`config.mk`:
```
export PLATFORM = sky130hd
export DESIGN_NAME = scfsm_err_detect
export DESIGN_NICKNAME = d
export VERILOG_FILES = /design/src/rtl/scfsm_pkg.sv /design/src/rtl/scfsm_mofn_chk.sv /design/src/rtl/scfsm_berger_chk.sv /design/src/rtl/scfsm_rail_merge.sv /design/src/rtl/scfsm_fsm.sv /design/src/rtl/scfsm_err_detect.sv
export SDC_FILE = /design/constraint.sdc
export NUM_CORES = 1
export LEC_CHECK = 0
export ABC_AREA = 1
export BUFFER_PORTS_ARGS = -buffer_cell sky130_fd_sc_hd__buf_2
export CORE_AREA = 2 2 88 90
export DETAILED_ROUTE_END_ITERATION = 10
export DIE_AREA = 0 0 90 92
export GPL_TIMING_DRIVEN = 0
export HOLD_SLACK_MARGIN = 0.08
export PLACE_DENSITY = 0.89
export SETUP_SLACK_MARGIN = 0.5
export SLEW_MARGIN = 20
export SYNTH_ARGS = -nofsm -noshare
export SYNTH_HDL_FRONTEND = slang
export SYNTH_SLANG_ARGS = --single-unit
```
`constraint.sdc`:
```
create_clock -name clk -period 8.9 [get_ports clk]
set_input_delay 0.445 -clock clk [delete_from_list [all_inputs] [get_ports clk]]
set_output_delay 0.445 -clock clk [all_outputs]
set_load 0.01 [all_outputs]
```
`src/rtl/scfsm_pkg.sv`:
```
// Shared types and constant helpers for the coded state machine checker.
// Assumes code widths below 31 bits, so that int arithmetic covers them.
package scfsm_pkg;

    // Two-rail pair {t, f}: 01 or 10 means code-valid, 00 or 11 means error.
    typedef logic [1:0] rail_t;

    // Number of n-bit values that have exactly m ones.
    function automatic int num_mofn(int n, int m);
        int cnt;
        cnt = 0;
        for (int v = 0; v < (1 << n); v++)
            if ($countones(v) == m) cnt++;
        return cnt;
    endfunction

    // The k-th n-bit value of weight m, in ascending order.
    function automatic int nth_mofn(int n, int m, int k);
        int seen;
        int res;
        seen = 0;
        res  = 0;
        for (int v = 0; v < (1 << n); v++) begin
            if ($countones(v) == m) begin
                if (seen == k) res = v;
                seen++;
            end
        end
        return res;
    endfunction

    // Two-rail combining cell: the output is valid only when both inputs are valid.
    function automatic rail_t rail_join(rail_t a, rail_t b);
        return {(a[1] & b[1]) | (a[0] & b[0]), (a[1] & b[0]) | (a[0] & b[1])};
    endfunction

endpackage

```
`src/rtl/scfsm_mofn_chk.sv`:
```
// Constant-weight checker: the word is a code word when exactly M of its N bits are 1.
// The valid pair follows the word parity, so both rails toggle in normal operation.
module scfsm_mofn_chk
    import scfsm_pkg::*;
#(
    parameter int N = 5,
    parameter int M = 3,
    localparam int CW = $clog2(N + 1)
) (
    input  logic [N-1:0] word,
    output rail_t        pair
);
    logic [CW-1:0] ones;
    logic          ok;
    logic          par;

    // Count the ones and form the two-rail pair.
    always_comb begin
        ones = '0;
        for (int i = 0; i < N; i++)
            if (word[i]) ones = ones + CW'(1);
        ok   = (ones == CW'(M));
        par  = ^word;
        pair = {par, ok ? ~par : par};
    end
endmodule

```
`src/rtl/scfsm_berger_chk.sv`:
```
// Berger checker: the upper C bits must equal the binary count of zeros in the lower D bits.
// This catches any unidirectional error that spans the data and check fields.
module scfsm_berger_chk
    import scfsm_pkg::*;
#(
    parameter int D = 4,
    localparam int C = $clog2(D + 1)
) (
    input  logic [D+C-1:0] word,
    output rail_t          pair
);
    logic [C-1:0] zc;
    logic         ok;
    logic         par;

    // Count the zeros in the data field and compare with the check field.
    always_comb begin
        zc = '0;
        for (int i = 0; i < D; i++)
            if (!word[i]) zc = zc + C'(1);
        ok   = (word[D+C-1:D] == zc);
        par  = ^word;
        pair = {par, ok ? ~par : par};
    end
endmodule

```
`src/rtl/scfsm_rail_merge.sv`:
```
// Two-rail merge: folds P checker pairs into one through a cascade of combining cells.
// An invalid pair at any input yields an invalid output pair.
module scfsm_rail_merge
    import scfsm_pkg::*;
#(
    parameter int P = 5
) (
    input  rail_t pairs [P],
    output rail_t merged
);
    // Fold each pair into the accumulated result in turn.
    always_comb begin
        merged = pairs[0];
        for (int i = 1; i < P; i++)
            merged = rail_join(merged, pairs[i]);
    end
endmodule

```
`src/rtl/scfsm_fsm.sv`:
```
// Demonstration machine: the state is held as an m-of-n code, and the outputs are
// produced as one-hot, m-of-n and Berger-coded groups. Fault masks act on the read side
// of the register and on the outputs. Assumes NST does not exceed the number of state codes.
module scfsm_fsm
    import scfsm_pkg::*;
#(
    parameter int ST_N  = 6,
    parameter int ST_M  = 3,
    parameter int NST   = 8,
    parameter int SEL_W = 2,
    parameter int DIN_W = 4,
    parameter int G0_N  = 10,
    parameter int G1_N  = 4,
    parameter int G2_N  = 5,
    parameter int G2_M  = 3,
    localparam int BG_C  = $clog2(DIN_W + 1),
    localparam int OUT_W = G0_N + G1_N + G2_N + DIN_W + BG_C
) (
    input  logic             clk,
    input  logic             rst_n,
    input  logic             adv,
    input  logic [SEL_W-1:0] sel,
    input  logic [DIN_W-1:0] din,
    input  logic [ST_N-1:0]  st_set,
    input  logic [ST_N-1:0]  st_clr,
    input  logic [OUT_W-1:0] out_set,
    input  logic [OUT_W-1:0] out_clr,
    output logic [ST_N-1:0]  state_code,
    output logic [OUT_W-1:0] out_word
);
    localparam int IDX_W  = (NST > 1) ? $clog2(NST) : 1;
    localparam int G2_CNT = num_mofn(G2_N, G2_M);
    localparam int G2_IW  = (G2_CNT > 1) ? $clog2(G2_CNT) : 1;
    localparam logic [ST_N-1:0] RST_CODE = ST_N'(nth_mofn(ST_N, ST_M, 0));

    logic [ST_N-1:0]  state_q;
    logic [ST_N-1:0]  st_view;
    logic [ST_N-1:0]  st_tab [NST];
    logic [G2_N-1:0]  g2_tab [G2_CNT];
    logic [IDX_W-1:0] cur_idx;
    logic [IDX_W-1:0] nxt_idx;
    logic [G0_N-1:0]  g0;
    logic [G1_N-1:0]  g1;
    logic [G2_N-1:0]  g2;
    logic [BG_C-1:0]  zc;

    // State code table in ascending order of value.
    for (genvar si = 0; si < NST; si++) begin : g_st_tab
        assign st_tab[si] = ST_N'(nth_mofn(ST_N, ST_M, si));
    end

    // Code table for the m-of-n output group.
    for (genvar gi = 0; gi < G2_CNT; gi++) begin : g_g2_tab
        assign g2_tab[gi] = G2_N'(nth_mofn(G2_N, G2_M, gi));
    end

    // The register as seen after the unidirectional fault masks.
    assign st_view    = (state_q | st_set) & ~st_clr;
    assign state_code = st_view;

    // Turn the observed state code back into a state index.
    always_comb begin
        cur_idx = '0;
        for (int i = 0; i < NST; i++)
            if (st_view == st_tab[i]) cur_idx = IDX_W'(i);
    end

    // Next state index: advance by a stride of one plus sel.
    always_comb begin
        int t;
        t       = (int'(cur_idx) + 1 + int'(sel)) % NST;
        nxt_idx = IDX_W'(t);
    end

    // Coded state register.
    always_ff @(posedge clk) begin
        if (!rst_n)   state_q <= RST_CODE;
        else if (adv) state_q <= st_tab[nxt_idx];
    end

    // Output groups: two one-hot, one m-of-n and one Berger field.
    always_comb begin
        int p0;
        int p1;
        int p2;
        p0 = (int'(cur_idx) + int'(din)) % G0_N;
        p1 = int'(din) % G1_N;
        p2 = (int'(cur_idx) + int'(din >> 2)) % G2_CNT;
        g0 = G0_N'(1) << p0;
        g1 = G1_N'(1) << p1;
        g2 = g2_tab[G2_IW'(p2)];
        zc = '0;
        for (int i = 0; i < DIN_W; i++)
            if (!din[i]) zc = zc + BG_C'(1);
    end

    // Apply the output fault masks.
    assign out_word = ({zc, din, g2, g1, g0} | out_set) & ~out_clr;
endmodule

```
`src/rtl/scfsm_err_detect.sv`:
```
// Top: coded machine, one checker for each output group plus a state checker, a
// two-rail merge and a sticky error flag. Synchronous active-low reset.
module scfsm_err_detect
    import scfsm_pkg::*;
#(
    parameter int ST_N  = 6,
    parameter int ST_M  = 3,
    parameter int NST   = 8,
    parameter int SEL_W = 2,
    parameter int DIN_W = 4,
    parameter int G0_N  = 10,
    parameter int G1_N  = 4,
    parameter int G2_N  = 5,
    parameter int G2_M  = 3,
    localparam int BG_C  = $clog2(DIN_W + 1),
    localparam int OUT_W = G0_N + G1_N + G2_N + DIN_W + BG_C
) (
    input  logic             clk,
    input  logic             rst_n,
    input  logic             adv,
    input  logic [SEL_W-1:0] sel,
    input  logic [DIN_W-1:0] din,
    input  logic [ST_N-1:0]  st_set,
    input  logic [ST_N-1:0]  st_clr,
    input  logic [OUT_W-1:0] out_set,
    input  logic [OUT_W-1:0] out_clr,
    input  logic             flag_clr,
    output logic [ST_N-1:0]  state_code,
    output logic [OUT_W-1:0] out_word,
    output logic [1:0]       chk_pair,
    output logic             err_flag
);
    localparam int O1   = G0_N;
    localparam int O2   = O1 + G1_N;
    localparam int O3   = O2 + G2_N;
    localparam int NCHK = 5;

    rail_t pairs [NCHK];
    rail_t merged;

    scfsm_fsm #(
        .ST_N(ST_N), .ST_M(ST_M), .NST(NST), .SEL_W(SEL_W), .DIN_W(DIN_W),
        .G0_N(G0_N), .G1_N(G1_N), .G2_N(G2_N), .G2_M(G2_M)
    ) i_fsm (
        .clk(clk), .rst_n(rst_n), .adv(adv), .sel(sel), .din(din),
        .st_set(st_set), .st_clr(st_clr), .out_set(out_set), .out_clr(out_clr),
        .state_code(state_code), .out_word(out_word)
    );

    scfsm_mofn_chk #(.N(ST_N), .M(ST_M)) i_chk_st (.word(state_code), .pair(pairs[0]));
    scfsm_mofn_chk #(.N(G0_N), .M(1)) i_chk_g0 (.word(out_word[O1-1:0]), .pair(pairs[1]));
    scfsm_mofn_chk #(.N(G1_N), .M(1)) i_chk_g1 (.word(out_word[O2-1:O1]), .pair(pairs[2]));
    scfsm_mofn_chk #(.N(G2_N), .M(G2_M)) i_chk_g2 (.word(out_word[O3-1:O2]), .pair(pairs[3]));
    scfsm_berger_chk #(.D(DIN_W)) i_chk_g3 (.word(out_word[OUT_W-1:O3]), .pair(pairs[4]));

    scfsm_rail_merge #(.P(NCHK)) i_merge (.pairs(pairs), .merged(merged));

    assign chk_pair = merged;

    // Sticky error flag: a clear wins, otherwise latch any invalid merged pair.
    always_ff @(posedge clk) begin
        if (!rst_n)                   err_flag <= 1'b0;
        else if (flag_clr)            err_flag <= 1'b0;
        else if (merged[1] == merged[0]) err_flag <= 1'b1;
    end
endmodule

```
==> implementation parameters, run 1 <==
Parameter                              Value

Run status
  Run status ... finished, violations left
  Violations in the final reports ... setup timing

Clocking
  CTS sink count ... 6
  Clock root buffer master ... clkbuf_8
  Maximum number of buffers from clock root to sink ... 2
  Hold-fix buffer count after cts ... 0
  Total clock buffers created by CTS ... 3
  Clock latency of the later-clocked register in the worst-skew pair ... 0.22 ns
  CTS tree ... built
  CTS clk-pin slew, worst paths ... 0.04 ns
  Number of levels the H-tree was split into ... 1

Die
  Die width ... 90 um
  Number of standard-cell rows in the floorplan ... 32
  Core Area ... 0.00745 mm^2
  Height of the chip ... 92 um
  Boundary Pins ... 109
  Effective utilization at floorplan ... 46.5%
  Die area ... 0.00828 mm^2

Timing
  Clock skew after layout ... 0.00274 ns
  RSZ-0062 raised after global routing ... yes
  Hold violation total from the final report ... 0
  Slew at the pin with the worst max-slew slack ... 0.529 ns
  Worst slew margin relative to its limit ... 64.6%
  Final Setup Violations ... 3
  Final cycle utilization of the critical path ... 107%
  Worst setup margin ... -0.581 ns
  Crit path time final ... 9.48 ns
  Count of pins over their slew limit ... 0
  Tightest hold margin ... 0.456 ns
  Peak clock frequency supported by timing ... 105 MHz
  Aggregate negative setup slack ... -1.40 ns

Placed design
  Post-Place Setup Slack ... -1.04 ns
  Total placed cells including tap cells ... 825
  Post-Place Cell Area ... 0.00432 mm^2
  Routability congestion estimate from global placement ... 0.854
  Detail Placement HPWL ... 7030 um
  Number of port buffers ... 108

Synthesis
  Register bit total from synthesis ... 6
  Count of unique library cells instantiated by Yosys ... 39
  Yosys warning count ... 0
  Post-synth EDFFs ... 0
  Adder-cell share of the synthesized area ... 22.7%
  Number of nets in the synthesized netlist ... 750
  Share of the synthesized area in compound gates (AO/OA/AOI/OAI) ... 8.96%
  Leading area contributor after synthesis ... ha_1
  Ranking of synthesized cells by area ... ha_1 (21%), nand2_1 (20%), inv_1 (12%), nand3_1 (9.4%), nor2_1 (6.4%)
  Largest family of logic cells by synthesized area ... simple AND/OR/NAND/NOR gates
  Gate count after technology mapping ... 615
  Portion of netlist area occupied by mux cells ... 0.289%
  Post-Synth Simple-Gate Area ... 43.8%
  Syn Std Cell Area ... 0.00346 mm^2
  XOR/XNOR Fraction of Synth Area ... 7.51%
  Average footprint of a synthesized cell ... 5.63 um^2
  Sequential share of the synthesized area ... 3.47%
  Leading register cell type out of synthesis ... dfxtp_1
  Area fraction of the dominant cell type after synthesis ... 21.0%
  Share of flip-flops with an asynchronous set or reset after synthesis ... 0%

Drt
  Starting DRT DRC Count ... 137
  Via density per instance ... 4.96
  Via count of the routed design ... 4332
  Number of iterations in the first detailed-routing pass ... 5
  Total wirelength of the detailed-routed design ... 10500 um
  Count of unresolved DRC violations after routing ... 0
  Count of antenna-violating nets left after detailed routing ... 0
  Average routed wire per standard cell ... 12.0 um

Layout
  Diodes inserted ... 0
  Post-Route Utilization ... 69.0%
  Non-Filler Cell Area, Final ... 0.00514 mm^2
  Leading cell type in the layout, fill and taps excluded ... nand2_1
  Fraction of layout instances using a drive strength above 1 ... 40.2%
  Final #Nets ... 908
  Most frequent cells in the layout ... nand2_1 (142), buf_2 (106), inv_1 (95)
  Area Overhead vs Synth ... 48.4%
  Number of cells in the finished layout apart from fillers ... 873

Pwr
  Combinational power share ... 88.0%
  Power, Total ... 0.622 mW
  Max IR drop VDD ... 0.0635 mV
  Leakage power summed over all cells ... 2.91 nW
  Total power density per cell area ... 121 mW/mm^2
  Share of power burned in the clock network ... 6.6%
  Internal Pwr Total ... 0.297 mW
  Switching pwr ... 0.325 mW
  Share of power burned in registers ... 5.4%
  Share of total power consumed by net switching ... 52.2%

Critical path
  Critical path's most frequent cell ... nand2_2
  Crit path kind ... reg2out
  Nature of the critical path startpoint ... flip-flop
  Nature of the critical path endpoint ... output pin
  Biggest fanout along the worst timing path ... 4
  Max stage delay on crit path ... 0.42 ns
  Worst path required time ... 8.46 ns
  Slowest stage cell, crit path ... fa_2
  Data arrival time of the critical path ... 9.04 ns

Global route
  Antenna violations before repair ... 0
  Total Routing Usage GR ... 22.4%
  Global-route wire length before repair ... 16200 um
  Number of global-route vias before repair ... 4052
  Final global-route overflow total ... 0
  Pin count of the biggest net entering global routing ... 9

Worst hold path
  Type of the most critical hold path ... in2reg

Job
  Number of maximum-capacitance constraint violations ... 0
power groups by stage:
stage | clock network [mW] | registers (mW) | logic [mW]
finish | 0.0410 | 0.0335 | 0.548
CTS | 0.0416 | 0.0331 | 0.471
global route | 0.0442 | 0.0339 | 0.608
global placement | 0 | 0.0332 | 0.386
detailed placement | 0 | 0.0331 | 0.396
floorplan | 0 | 0.0338 | 0.302
critical path, delay by kind of cell (launching register included):
kind	cells	cell delay, ns
buf+inv	11	0.72
flops	1	0.34
xor+xnor	1	0.23
simple gates	42	4.16
fa+ha+maj	12	2.80
compound gates	4	0.53
cell usage after synthesis, types with 3 or more instances:
cell type	n
nand2_1	180
a21o_1	6
clkinv_1	4
nand3_2	6
a21oi_1	17
o211ai_1	4
inv_2	5
nor2_1	59
or2_2	8
dfxtp_1	6
inv_1	112
o21ai_0	14
nand3_1	65
nand2_2	15
xnor2_1	11
fa_1	3
xor2_1	15
ha_1	58
area by class of cell:
class,instances,area [um^2]
fillers,568,2310
repair buffers,153,902
clock buffers,3,41.3
inverters,122,467
flip-flops and latches,6,124
multi-input cells,487,3480
well taps,102,128
flip-flops by register name, indices dropped and copies added, names as in the netlist:
| register | count |
|---|---|
| err_flag | 1 |
| i_fsm.state_q | 5 |
routing by layer:
metal / vias to the layer above / global-route usage [%] / wire [um] / part of all wire [%]
met5: - / 0 / 0 / 0
met4: 0 / 6.54 / 249 / 2.4
met3: 27 / 1.73 / 402 / 3.8
met2: 139 / 44.1 / 5560 / 53
met1: 1941 / 25.5 / 4270 / 41
li1: 2225 / - / - / -
final timing paths:
kind	depth (start not counted)	start	slack (ns)	to
worst max register to register	74	i_fsm.state_q[1]	-0.26	err_flag
worst min-delay path	4	flag_clr	0.46	err_flag
worst max-delay path	70	i_fsm.state_q[1]	-0.58	chk_pair[0]
worst min register to register	2	i_fsm.state_q[2]	0.50	i_fsm.state_q[2]
cells by family (layout without fill, tap and decap cells):
group | Yosys count | count (layout)
flops | 6 | 6
buf+inv | 122 | 278
simple gates | 346 | 346
compound gates | 51 | 51
fa+ha+maj | 61 | 61
xor+xnor | 28 | 28
mux | 1 | 1
timing repair:
item	CTS	global route
setup buffers	33	12
setup endpoints to repair	3	3
pin swaps	46	51
resized for setup	49	58
(Power assumes the default switching activity.)
==> run 2, diff against run 1 <==
--- a/config.mk
+++ b/config.mk
@@ -8,12 +8,12 @@
 export ABC_AREA = 1
 export BUFFER_PORTS_ARGS = -buffer_cell sky130_fd_sc_hd__buf_2
 export CORE_AREA = 2 2 88 90
+export CTS_BUF_LIST = sky130_fd_sc_hd__clkbuf_2 sky130_fd_sc_hd__clkbuf_4 sky130_fd_sc_hd__clkbuf_8
 export DETAILED_ROUTE_END_ITERATION = 10
 export DIE_AREA = 0 0 90 92
 export GPL_TIMING_DRIVEN = 0
 export HOLD_SLACK_MARGIN = 0.08
 export PLACE_DENSITY = 0.89
-export SETUP_SLACK_MARGIN = 0.5
 export SLEW_MARGIN = 20
 export SYNTH_ARGS = -nofsm -noshare
 export SYNTH_HDL_FRONTEND = slang
==> run 2 against run 1 <==
Net effect:
- the run still ends with setup timing left
- critical endpoint unchanged
- critical path depth unchanged
- sequential cell count did not move
- clock skew unchanged
- via count did not move
- core utilization unchanged
- wire length stayed put
- worst setup slack did not move
- power is the same
==> implementation parameters, run 2 (synthesized netlist as in run 1, its figures left out) <==
Parameter                              Value

Drt
  Via density per instance ... 4.96 (unchanged)
  Average routed wire per standard cell ... 12.0 um (unchanged)
  Total wirelength of the detailed-routed design ... 10500 um (unchanged)
  Starting DRT DRC Count ... 137 (unchanged)
  Count of unresolved DRC violations after routing ... 0 (unchanged)
  Count of antenna-violating nets left after detailed routing ... 0 (unchanged)
  Number of iterations in the first detailed-routing pass ... 5 (unchanged)
  Via count of the routed design ... 4332 (unchanged)

Layout
  Post-Route Utilization ... 69.0% (unchanged)
  Final #Nets ... 908 (unchanged)
  Most frequent cells in the layout ... nand2_1 (142), buf_2 (106), inv_1 (95)
  Leading cell type in the layout, fill and taps excluded ... nand2_1
  Biggest register ... i_fsm.state_q
  Max FFs per register ... 5 (unchanged)
  Largest regs ... i_fsm.state_q (5), err_flag (1)
  Diodes inserted ... 0 (unchanged)
  Fraction of layout instances using a drive strength above 1 ... 40.2% (unchanged)
  Area Overhead vs Synth ... 48.4% (unchanged)

Critical path
  Nature of the critical path startpoint ... flip-flop
  Data arrival time of the critical path ... 9.04 ns (about the same)
  Max stage delay on crit path ... 0.42 ns (about the same)
  Slowest stage cell, crit path ... fa_2
  Crit path kind ... reg2out
  Worst path required time ... 8.46 ns (about the same)
  Nature of the critical path endpoint ... output pin
  Critical path's most frequent cell ... nand2_2
  Biggest fanout along the worst timing path ... 4 (unchanged)

Clocking
  CTS tree ... built
  Maximum number of buffers from clock root to sink ... 2 (unchanged)
  Number of levels the H-tree was split into ... 1 (unchanged)
  Total clock buffers created by CTS ... 3 (unchanged)
  CTS sink count ... 6 (unchanged)
  Clock latency of the later-clocked register in the worst-skew pair ... 0.22 ns (about the same)
  Clock root buffer master ... clkbuf_8
  CTS clk-pin slew, worst paths ... 0.04 ns (about the same)

Timing
  Clock skew after layout ... 0.00274 ns (unchanged)
  Worst setup margin ... -0.581 ns (unchanged)
  Final Setup Violations ... 3 (unchanged)
  Hold violation total from the final report ... 0 (unchanged)
  RSZ-0062 raised after global routing ... yes
  Worst slew margin relative to its limit ... 64.6% (unchanged)
  Crit path time final ... 9.48 ns (unchanged)
  Peak clock frequency supported by timing ... 105 MHz (unchanged)
  Final cycle utilization of the critical path ... 107% (unchanged)
  Count of pins over their slew limit ... 0 (unchanged)
  Aggregate negative setup slack ... -1.40 ns (unchanged)
  Tightest hold margin ... 0.456 ns (unchanged)
  Slew at the pin with the worst max-slew slack ... 0.529 ns (unchanged)

Die
  Effective utilization at floorplan ... 46.5% (unchanged)
  Height of the chip ... 92 um (unchanged)
  Boundary Pins ... 109 (unchanged)
  Core Area ... 0.00745 mm^2 (unchanged)
  Die area ... 0.00828 mm^2 (unchanged)
  Number of standard-cell rows in the floorplan ... 32 (unchanged)
  Die width ... 90 um (unchanged)

Global route
  Pin count of the biggest net entering global routing ... 9 (unchanged)
  Antenna violations before repair ... 0 (unchanged)
  Total Routing Usage GR ... 22.4% (unchanged)
  Number of global-route vias before repair ... 4052 (unchanged)
  Global-route wire length before repair ... 16200 um (unchanged)
  Final global-route overflow total ... 0 (unchanged)

Pwr
  Total power density per cell area ... 121 mW/mm^2 (unchanged)
  Power, Total ... 0.622 mW (unchanged)
  Leakage power summed over all cells ... 2.91 nW (unchanged)
  Max IR drop VDD ... 0.0635 mV (unchanged)

Run status
  Run status ... finished, violations left
  Violations in the final reports ... setup timing

Worst hold path
  Type of the most critical hold path ... in2reg

Placed design
  Number of port buffers ... 108 (unchanged)
  Routability congestion estimate from global placement ... 0.854 (unchanged)
  Detail Placement HPWL ... 7030 um (unchanged)

Job
  Number of maximum-capacitance constraint violations ... 0 (unchanged)
-- run 2: power by group --
part | switching (mW) | internal (mW) | total [mW]
Clock | 0.0119 | 0.0291 | 0.0410
Sequential | 0.00243 | 0.0311 | 0.0335
Combinational | 0.311 | 0.237 | 0.548
Total | 0.325 | 0.297 | 0.622
-- run 2: per-stage QoR --
step                      instance area, um^2  instances  setup slack, ns
after global routing                     5140        873           -0.987
final                                    5140        873           -0.581
after floorplan                          3650        615           -0.132
after CTS                                4840        861           -0.167
after detailed placement                 4320        825            -1.04
after global placement                   4320        825           -0.956
-- run 2: path summary, 6_finish.rpt --
path         slack, ns  cells past startpoint        startpoint                to
max              -0.58                     70  i_fsm.state_q[1]       chk_pair[0]
min               0.46                      4          flag_clr          err_flag
max reg2reg      -0.26                     74  i_fsm.state_q[1]          err_flag
min reg2reg       0.50                      2  i_fsm.state_q[2]  i_fsm.state_q[2]
-- run 2: final cells by class --
class	count	area, um^2
clock buffer	3	41.3
timing repair buffer	153	902
multi-input combinational	487	3480
inverter	122	467
sequential	6	124
fill	568	2310
tap	102	128
-- run 2: timing repair --
item	4_1_cts	5_1_grt
endpoints found under the setup margin	3	3
buffers inserted	33	12
pin swaps	46	51
hold buffers	0	0
resized for setup	49	58
-- run 2: worst max-delay path: cells and delay by family, from the launching register on --
family	cells	cell delay, ns
and+or+nand+nor	42	4.16
adders and majority gates	12	2.80
buffers and inverters	11	0.72
AOI/OAI and AO/OA	4	0.53
DFF	1	0.34
xor gates and xnor gates	1	0.23
-- run 2: routing by layer --
layer | up-vias | share of wire (%) | GRT usage (%)
met3 | 27 | 3.8 | 1.73
met2 | 139 | 53 | 44.1
li1 | 2225 | - | -
met4 | 0 | 2.4 | 6.54
met1 | 1941 | 41 | 25.5
met5 | - | 0 | 0
